**src/rtl/crit_victim_sel.sv**
```systemverilog
module crit_victim_sel #(
  parameter int ADDR_W = 32,
  parameter int WAYS   = 4,
  parameter int SETS   = 8,
  parameter int RANGES = 4
) (
  input  logic                      clk,
  input  logic                      rst_n,
  input  logic                      cfg_we,
  input  logic [$clog2(RANGES)-1:0] cfg_sel,
  input  logic                      cfg_en,
  input  logic [ADDR_W-1:0]         cfg_lo,
  input  logic [ADDR_W-1:0]         cfg_hi,
  input  logic                      acc_valid,
  input  logic                      acc_hit,
  input  logic [$clog2(SETS)-1:0]   acc_set,
  input  logic [$clog2(WAYS)-1:0]   acc_way,
  input  logic [ADDR_W-1:0]         acc_addr,
  output logic                      victim_valid,
  output logic [$clog2(WAYS)-1:0]   victim_way,
  output logic                      addr_critical
);
  localparam int WAY_W = $clog2(WAYS);
  localparam int CNT_W = WAY_W + 1;
  localparam logic [WAY_W-1:0] OLDEST = WAY_W'(WAYS - 1);

  logic [ADDR_W-1:0] win_lo [RANGES];
  logic [ADDR_W-1:0] win_hi [RANGES];
  logic [RANGES-1:0] win_en;
  logic [RANGES-1:0] win_hit;

  logic [WAY_W-1:0] age  [SETS][WAYS];
  logic [WAYS-1:0]  vld  [SETS];
  logic [WAYS-1:0]  crit [SETS];

  genvar r;
  generate
    for (r = 0; r < RANGES; r++) begin : g_win
      assign win_hit[r] = win_en[r] && (win_lo[r] <= win_hi[r]) &&
                          (acc_addr >= win_lo[r]) && (acc_addr <= win_hi[r]);
    end
  endgenerate

  assign addr_critical = |win_hit;
  assign victim_valid  = acc_valid & ~acc_hit;

  logic             have_empty, have_plain;
  logic [WAY_W-1:0] empty_way, lru_way, plain_way, plain_age;
  logic [CNT_W-1:0] n_crit;

  always_comb begin
    have_empty = 1'b0;
    have_plain = 1'b0;
    empty_way  = '0;
    lru_way    = '0;
    plain_way  = '0;
    plain_age  = '0;
    n_crit     = '0;
    for (int w = 0; w < WAYS; w++) begin
      if (!vld[acc_set][w] && !have_empty) begin
        have_empty = 1'b1;
        empty_way  = WAY_W'(w);
      end
      if (age[acc_set][w] == OLDEST) lru_way = WAY_W'(w);
      if (crit[acc_set][w]) n_crit = n_crit + 1'b1;
      else if (!have_plain || age[acc_set][w] > plain_age) begin
        have_plain = 1'b1;
        plain_way  = WAY_W'(w);
        plain_age  = age[acc_set][w];
      end
    end
    if (have_empty)
      victim_way = empty_way;
    else if (n_crit == '0 || n_crit == CNT_W'(WAYS))
      victim_way = lru_way;
    else
      victim_way = plain_way;
  end

  logic [WAY_W-1:0] use_way;
  assign use_way = acc_hit ? acc_way : victim_way;

  always_ff @(posedge clk) begin
    if (!rst_n) begin
      win_en <= '0;
      for (int i = 0; i < RANGES; i++) begin
        win_lo[i] <= '0;
        win_hi[i] <= '0;
      end
      for (int s = 0; s < SETS; s++) begin
        vld[s]  <= '0;
        crit[s] <= '0;
        for (int w = 0; w < WAYS; w++) age[s][w] <= WAY_W'(w);
      end
    end else begin
      if (cfg_we) begin
        win_en[cfg_sel] <= cfg_en;
        win_lo[cfg_sel] <= cfg_lo;
        win_hi[cfg_sel] <= cfg_hi;
      end
      if (acc_valid) begin
        for (int w = 0; w < WAYS; w++) begin
          if (WAY_W'(w) == use_way)
            age[acc_set][w] <= '0;
          else if (age[acc_set][w] < age[acc_set][use_way])
            age[acc_set][w] <= age[acc_set][w] + 1'b1;
        end
        if (!acc_hit) begin
          vld[acc_set][use_way]  <= 1'b1;
          crit[acc_set][use_way] <= addr_critical;
        end
      end
    end
  end

  logic [WAYS-1:0] ages_seen;
  always_comb begin
    ages_seen = '0;
    for (int w = 0; w < WAYS; w++) ages_seen[age[acc_set][w]] = 1'b1;
  end

  a_r6_ages_distinct: assert property (@(posedge clk) disable iff (!rst_n)
    $countones(ages_seen) == WAYS);

  a_r6_accessed_newest: assert property (@(posedge clk) disable iff (!rst_n)
    acc_valid |=> age[$past(acc_set)][$past(use_way)] == '0);

  a_r2_empty_first: assert property (@(posedge clk) disable iff (!rst_n)
    (victim_valid && !(&vld[acc_set])) |-> !vld[acc_set][victim_way]);

  a_r3_r4_plain_lru: assert property (@(posedge clk) disable iff (!rst_n)
    (victim_valid && (&vld[acc_set]) && (crit[acc_set] == '0 || (&crit[acc_set])))
      |-> age[acc_set][victim_way] == OLDEST);

  a_r5_spare_critical: assert property (@(posedge clk) disable iff (!rst_n)
    (victim_valid && (&vld[acc_set]) && crit[acc_set] != '0 && !(&crit[acc_set]))
      |-> !crit[acc_set][victim_way]);

  a_r8_flag_latched: assert property (@(posedge clk) disable iff (!rst_n)
    victim_valid |=> crit[$past(acc_set)][$past(victim_way)] == $past(addr_critical));
endmodule

```
**config.mk**
```make
export PLATFORM = sky130hd
export DESIGN_NAME = crit_victim_sel
export DESIGN_NICKNAME = d
export VERILOG_FILES = /design/src/rtl/crit_victim_sel.sv
export SDC_FILE = /design/constraint.sdc
export NUM_CORES = 1
export LEC_CHECK = 0
export BUFFER_PORTS_ARGS = -buffer_cell sky130_fd_sc_hd__buf_2
export CAP_MARGIN = 20
export CORE_AREA = 2 2 256 258
export CTS_BUF_LIST = sky130_fd_sc_hd__clkbuf_4 sky130_fd_sc_hd__clkbuf_8
export DETAILED_ROUTE_END_ITERATION = 7
export DIE_AREA = 0 0 258 260
export SLEW_MARGIN = 20
export SYNTH_ARGS = -nofsm -noshare
export SYNTH_HDL_FRONTEND = slang
export SYNTH_SLANG_ARGS = --single-unit
```
**constraint.sdc**
```tcl
create_clock -name clk -period 24.3 [get_ports clk]
set_input_delay 1.215 -clock clk [delete_from_list [all_inputs] [get_ports clk]]
set_output_delay 1.215 -clock clk [all_outputs]
set_load 0.005 [all_outputs]
```
After elaboration in Yosys (flattened, before gate mapping)
Memories as Yosys holds them, arrays and structs flattened.
Cells that the tools add are included.
{"block": "totals", "ram_bits": 384, "out_inout_bits": 4, "inputBits": 109, "mem_count": 5, "register_bits": 4}
{"name": "win_hi", "words": 4, "word_bits": 32, "rd": 4, "rd_ports_with_merged_regs": 0, "write_ports": 4, "line": "28", "text": "logic [ADDR_W-1:0] win_hi [RANGES];"}
{"name": "win_lo", "words": 4, "word_bits": 32, "rd": 4, "rd_ports_with_merged_regs": 0, "write_ports": 4, "line": "27", "text": "logic [ADDR_W-1:0] win_lo [RANGES];"}
{"name": "age", "words": 8, "word_bits": 8, "rd": 1, "rd_ports_with_merged_regs": 0, "write_ports": 8, "line": "32", "text": "logic [WAY_W-1:0] age [SETS][WAYS];"}
{"name": "crit", "words": 8, "word_bits": 4, "rd": 1, "rd_ports_with_merged_regs": 0, "write_ports": 8, "line": "34", "text": "logic [WAYS-1:0] crit [SETS];"}
{"name": "vld", "words": 8, "word_bits": 4, "rd": 1, "rd_ports_with_merged_regs": 0, "write_ports": 8, "line": "33", "text": "logic [WAYS-1:0] vld [SETS];"}
{"block": "op_classes", "n_addsub": 7, "reduce_logical": 36, "bitwise_logic": 7, "order_cmp": 24, "n_mux": 104, "n_eq_ne": 7}
{"op": "$le 32x32->1", "count": 8}
{"op": "$ge 32x32->1", "count": 4}
{"op": "$mux 32", "count": 2}
{"op": "$reduce_or 32->1", "count": 2}
{"op": "$mux 1", "count": 61}
{"op": "$mux 2", "count": 24}
{"op": "$mux 4", "count": 6}
{"op": "$mux 3", "count": 6}
{"op": "$logic_and 1x1->1", "count": 17}
{"op": "$reduce_or 4->1", "count": 3}
{"op": "$add 3x1->3 const B", "count": 3}
{"op": "$add 2x1->2 const B", "count": 4}
{"op": "$lt 2x2->1", "count": 4}
{"op": "$mux 8", "count": 1}
{"op": "$reduce_or 8->1", "count": 1}
{"op": "$logic_not 1->1", "count": 7}
{"op": "$eq 2x2->1 const B", "count": 3}
{"op": "$gt 2x2->1", "count": 3}
{"op": "$lt 2x3->1 const B", "count": 2}
{"op": "$bmux 2 s2", "count": 1}
{"op": "$bwmux 4", "count": 1}
{"op": "$demux 1 s2", "count": 2}
{"op": "$eq 2x2->1 const A", "count": 2}
{"op": "$ge 2x1->1 const B", "count": 2}
{"op": "other kinds (10)", "count": 16}

Longest topological paths before layout
An unclocked memory read counts as a cell.
{"block": "logic_depth", "ltp_word": 30, "ltp_mapped": 38}

Worst setup path before layout
OpenSTA, ideal clock, no wires.
{"block": "synth_path", "path_type": "input port to flip-flop", "start": "in acc_set[1]", "end": "mem age[1][3] (netlist name), data pin", "path_buffers": 4, "cell_stages": 31, "required_time_ns": 24.010, "arrival_ns": 8.214, "path_slack_ns": 15.796, "path_cell_list": "buf_2 clkbuf_1 buf_4 buf_2 mux2i_1 mux4_2 o21ai_1 and2_1 ha_1 or2_2 o211ai_1 a22oi_2 o21ai_0 ha_1 nand2_1 o21ai_0 a211oi_1 mux2_2 ha_1 nor2b_1 o21ai_0 o311a_1 o31ai_1 or2_2 a21boi_1 o21ai_0 ha_1 or2_2 or3_1 o21ai_0 o21ai_0"}
{"element": "start, declared", "line": "16", "text": "input logic [$clog2(SETS)-1:0] acc_set,"}
{"element": "end, declared", "line": "32"}

==> flow_summary.yaml <==
status:
  status: "complete, no violations"
synthesis:
  ys_seq_area_share_pct: 44.3
  synth-seq-cells: 388
  synth_top_area_cell: "edfxtp_1"
  synth_cell_types: 75
  synthFlopType: "edfxtp_1"
  synth_edf_count: 352
  ys.warnings.count: 0
  avgSynthCellArea_um2: 9.95
  synth_top_area_share_pct: 41.5
  synthTopCellsByCount: "ha_1 (399), edfxtp_1 (352), inv_1 (338), nor2_1 (325), nand2_1 (239)"
  synth.cell_area_um2: 25500
  async_flop_share_pct: 0
  synthTopCellsByArea: "edfxtp_1 (41%), ha_1 (20%), inv_1 (5.0%)"
  synth_nets: 3070
  yosysMostFrequentCell: "ha_1"
  netlist_instances: 2562
placement:
  dp_hpwl_mm: 55.5
  dp.cells: 3467
  io_buffers: 112
  gp_congestion: 0.901
critical_path:
  rr_startpoint: "age[7][6]"
  reg2reg_depth: 27
  crit_path_start_kind: "input pin"
  endpoint_kind: "flip-flop"
  cp_slowest_cell: "o21ai_0"
  r2r-end: "age[3][4]"
  cp.required_ns: 24.68
  worstSetupPathType: "input pin to flip-flop"
  arrival_ns: 9.66
  rrSetupSlack_ns: 16.26
  crit_fanout: 47
  crit_path_max_incr_delay_ns: 0.67
final_layout:
  final_util_pct: 44.4
  layout-area-overhead-vs-synth_pct: 11.6
  drive_gt1_share_pct: 11.2
  seq_area_um2: 11300
  num-fill-cells: 6064
  stdcell_count: 3598
  multi_input_area_um2: 12700
  nets: 3194
route:
  first_pass_iters: 5
  wl_per_cell_um: 20.7
  num_vias: 19950
  drtAntennaViolNets: 0
  wl_mm: 74.5
  drc: 0
  drtIter0Drc: 1498
  routed_via_density: 5.54
floorplan:
  ioPinCount: 113
  dieArea_um2: 67100
  dieHeight_um: 260
  start_util_pct: 39.8
  coreArea_um2: 64100
  fp.dieW_um: 258
  rows: 93
timing:
  tns_ns: 0
  final_max_slew_viol_count: 0
  maxSlewHeadroom_pct: 28.9
  finalCritPeriodShare_pct: 38.2
  rsz0062_at_grt: "no"
  skew_ns: 0.0406
  fin_crit_ns: 9.28
  setup_viol_count_final: 0
  fmax_mhz: 108
  hold_viol: 0
  worst_slew_pin_slew_ns: 1.06
cts:
  clk_pin_slew_worst_paths_ns: 0.06
  clkSinkCount: 388
  cts-resized-gates: 0
  h-tree-depth: 3
  cts_hold_buf: 0
  clk_latency_ns: 0.66
  postCtsSetupBuffers: 0
  cts_tree: "yes"
  cts_root_buffer: "clkbuf_8"
  cts_buffers: 72
  cts_buffer_depth: 3
hold_path:
  hold_path.startpoint: "vld[7][1]"
  hold_end: "vld[7][1]"
  min_path_cells: 2
  hold_path_class: "flip-flop to flip-flop"
global_routing:
  grt_usage_pct: 22.2
  grt_pass1_wl_mm: 114
  antenna_found_initial: 6
  grt_pass1_vias: 20402
  grt_max_degree: 92
  grt_remaining_overflow: 0
power_and_ir_drop:
  peakVddDrop_v: 0.0000337
  p_leak_nw: 12.8
  powerDensity_nw_per_um2: 63.7
job:
  drv_cap: 0
-- cells in the final DEF (no fill, tap or decap), types with 9 or more instances in the layout --
master / n
clkbuf_4: 32
nand2b_1: 14
mux2i_1: 22
nor3_1: 40
buf_4: 17
a22oi_1: 15
buf_2: 112
nand3_1: 31
or2_2: 13
nand2_1: 235
clkbuf_8: 77
o211ai_1: 20
mux4_2: 12
nand4_1: 68
o21ai_1: 15
edfxtp_1: 352
a21oi_1: 97
a21o_1: 120
a211oi_1: 9
nor2b_1: 29
o21ai_0: 95
nor2_1: 325
o21a_1: 26
ha_1: 399
nor4_1: 13
dfxtp_1: 36
a221oi_1: 11
inv_1: 338
-- how the worst max path moves through the flow --
stage / startpoint / endpoint / depth (start not counted)
global placement: acc_set[1] / age[0][0] / 30
detailed placement: acc_set[1] / age[3][4] / 30
floorplan: acc_set[1] / age[1][3] / 31
finish: acc_set[1] / age[3][4] / 30
global route: acc_set[1] / age[0][0] / 30
CTS: acc_set[1] / age[5][0] / 30
-- where the power goes --
| group | switching [W] | internal, W | total, W |
|---|---|---|---|
| Combinational | 0.000220 | 0.000133 | 0.000353 |
| Clock | 0.000292 | 0.000374 | 0.000666 |
| Sequential | 0.0000183 | 0.000774 | 0.000793 |
| Total | 0.000530 | 0.00128 | 0.00181 |
-- flip-flops by register name, indices dropped and copies added (netlist names) --
name and flops:
win_hi 128, age 64, win_lo 128, vld 32, win_en 4, crit 32
-- metrics by stage --
step / setup WS (ns) / hold WS [ns] / total power (W) / instance area [um^2]
3_3_place_gp: 14.67 / 0.426 / 0.00114 / 27000
2_1_floorplan: 15.80 / 0.417 / 0.00103 / 25500
6_report: 15.02 / 0.440 / 0.00181 / 28500
5_1_grt: 14.34 / 0.462 / 0.00189 / 28500
3_5_place_dp: 14.44 / 0.433 / 0.00115 / 27000
4_1_cts: 15.11 / 0.444 / 0.00182 / 28400
-- routing by layer --
layer  share of wire (%)  up-vias  GRT usage, %
li1                    -     9400             -
met1                  44     9697          29.9
met2                  45      667          35.6
met3                 6.4      184          3.57
met4                 4.0        2          9.07
met5               0.017        -             0
-- worst max-delay path: cells and delay by family --
| kind | cells | cell delay, ns |
|---|---|---|
| compound gates | 13 | 3.94 |
| fa+ha+maj | 4 | 1.19 |
| buf+inv | 3 | 0.94 |
| mux | 2 | 0.88 |
| simple gates | 8 | 1.47 |
-- layout make-up --
class | count | share of cell area [%]
Sequential cell | 388 | 39.7
Clock buffer | 109 | 4.57
Antenna cell | 2 | 0.0176
Multi-Input combinational cell | 1757 | 44.5
Timing Repair Buffer | 129 | 2.42
Inverter | 338 | 4.46
Clock inverter | 20 | 0.633
Tap cell | 855 | 3.76
-- logic make-up after synthesis --
family	count (synthesis)	synth area share, %
buf+inv	417	6.30
compound gates	487	12.8
fa+ha+maj	399	19.6
mux	43	2.34
flops	388	44.3
xor+xnor	1	0.0344
simple gates	827	14.6
Power figures use the tool's default switching activity.
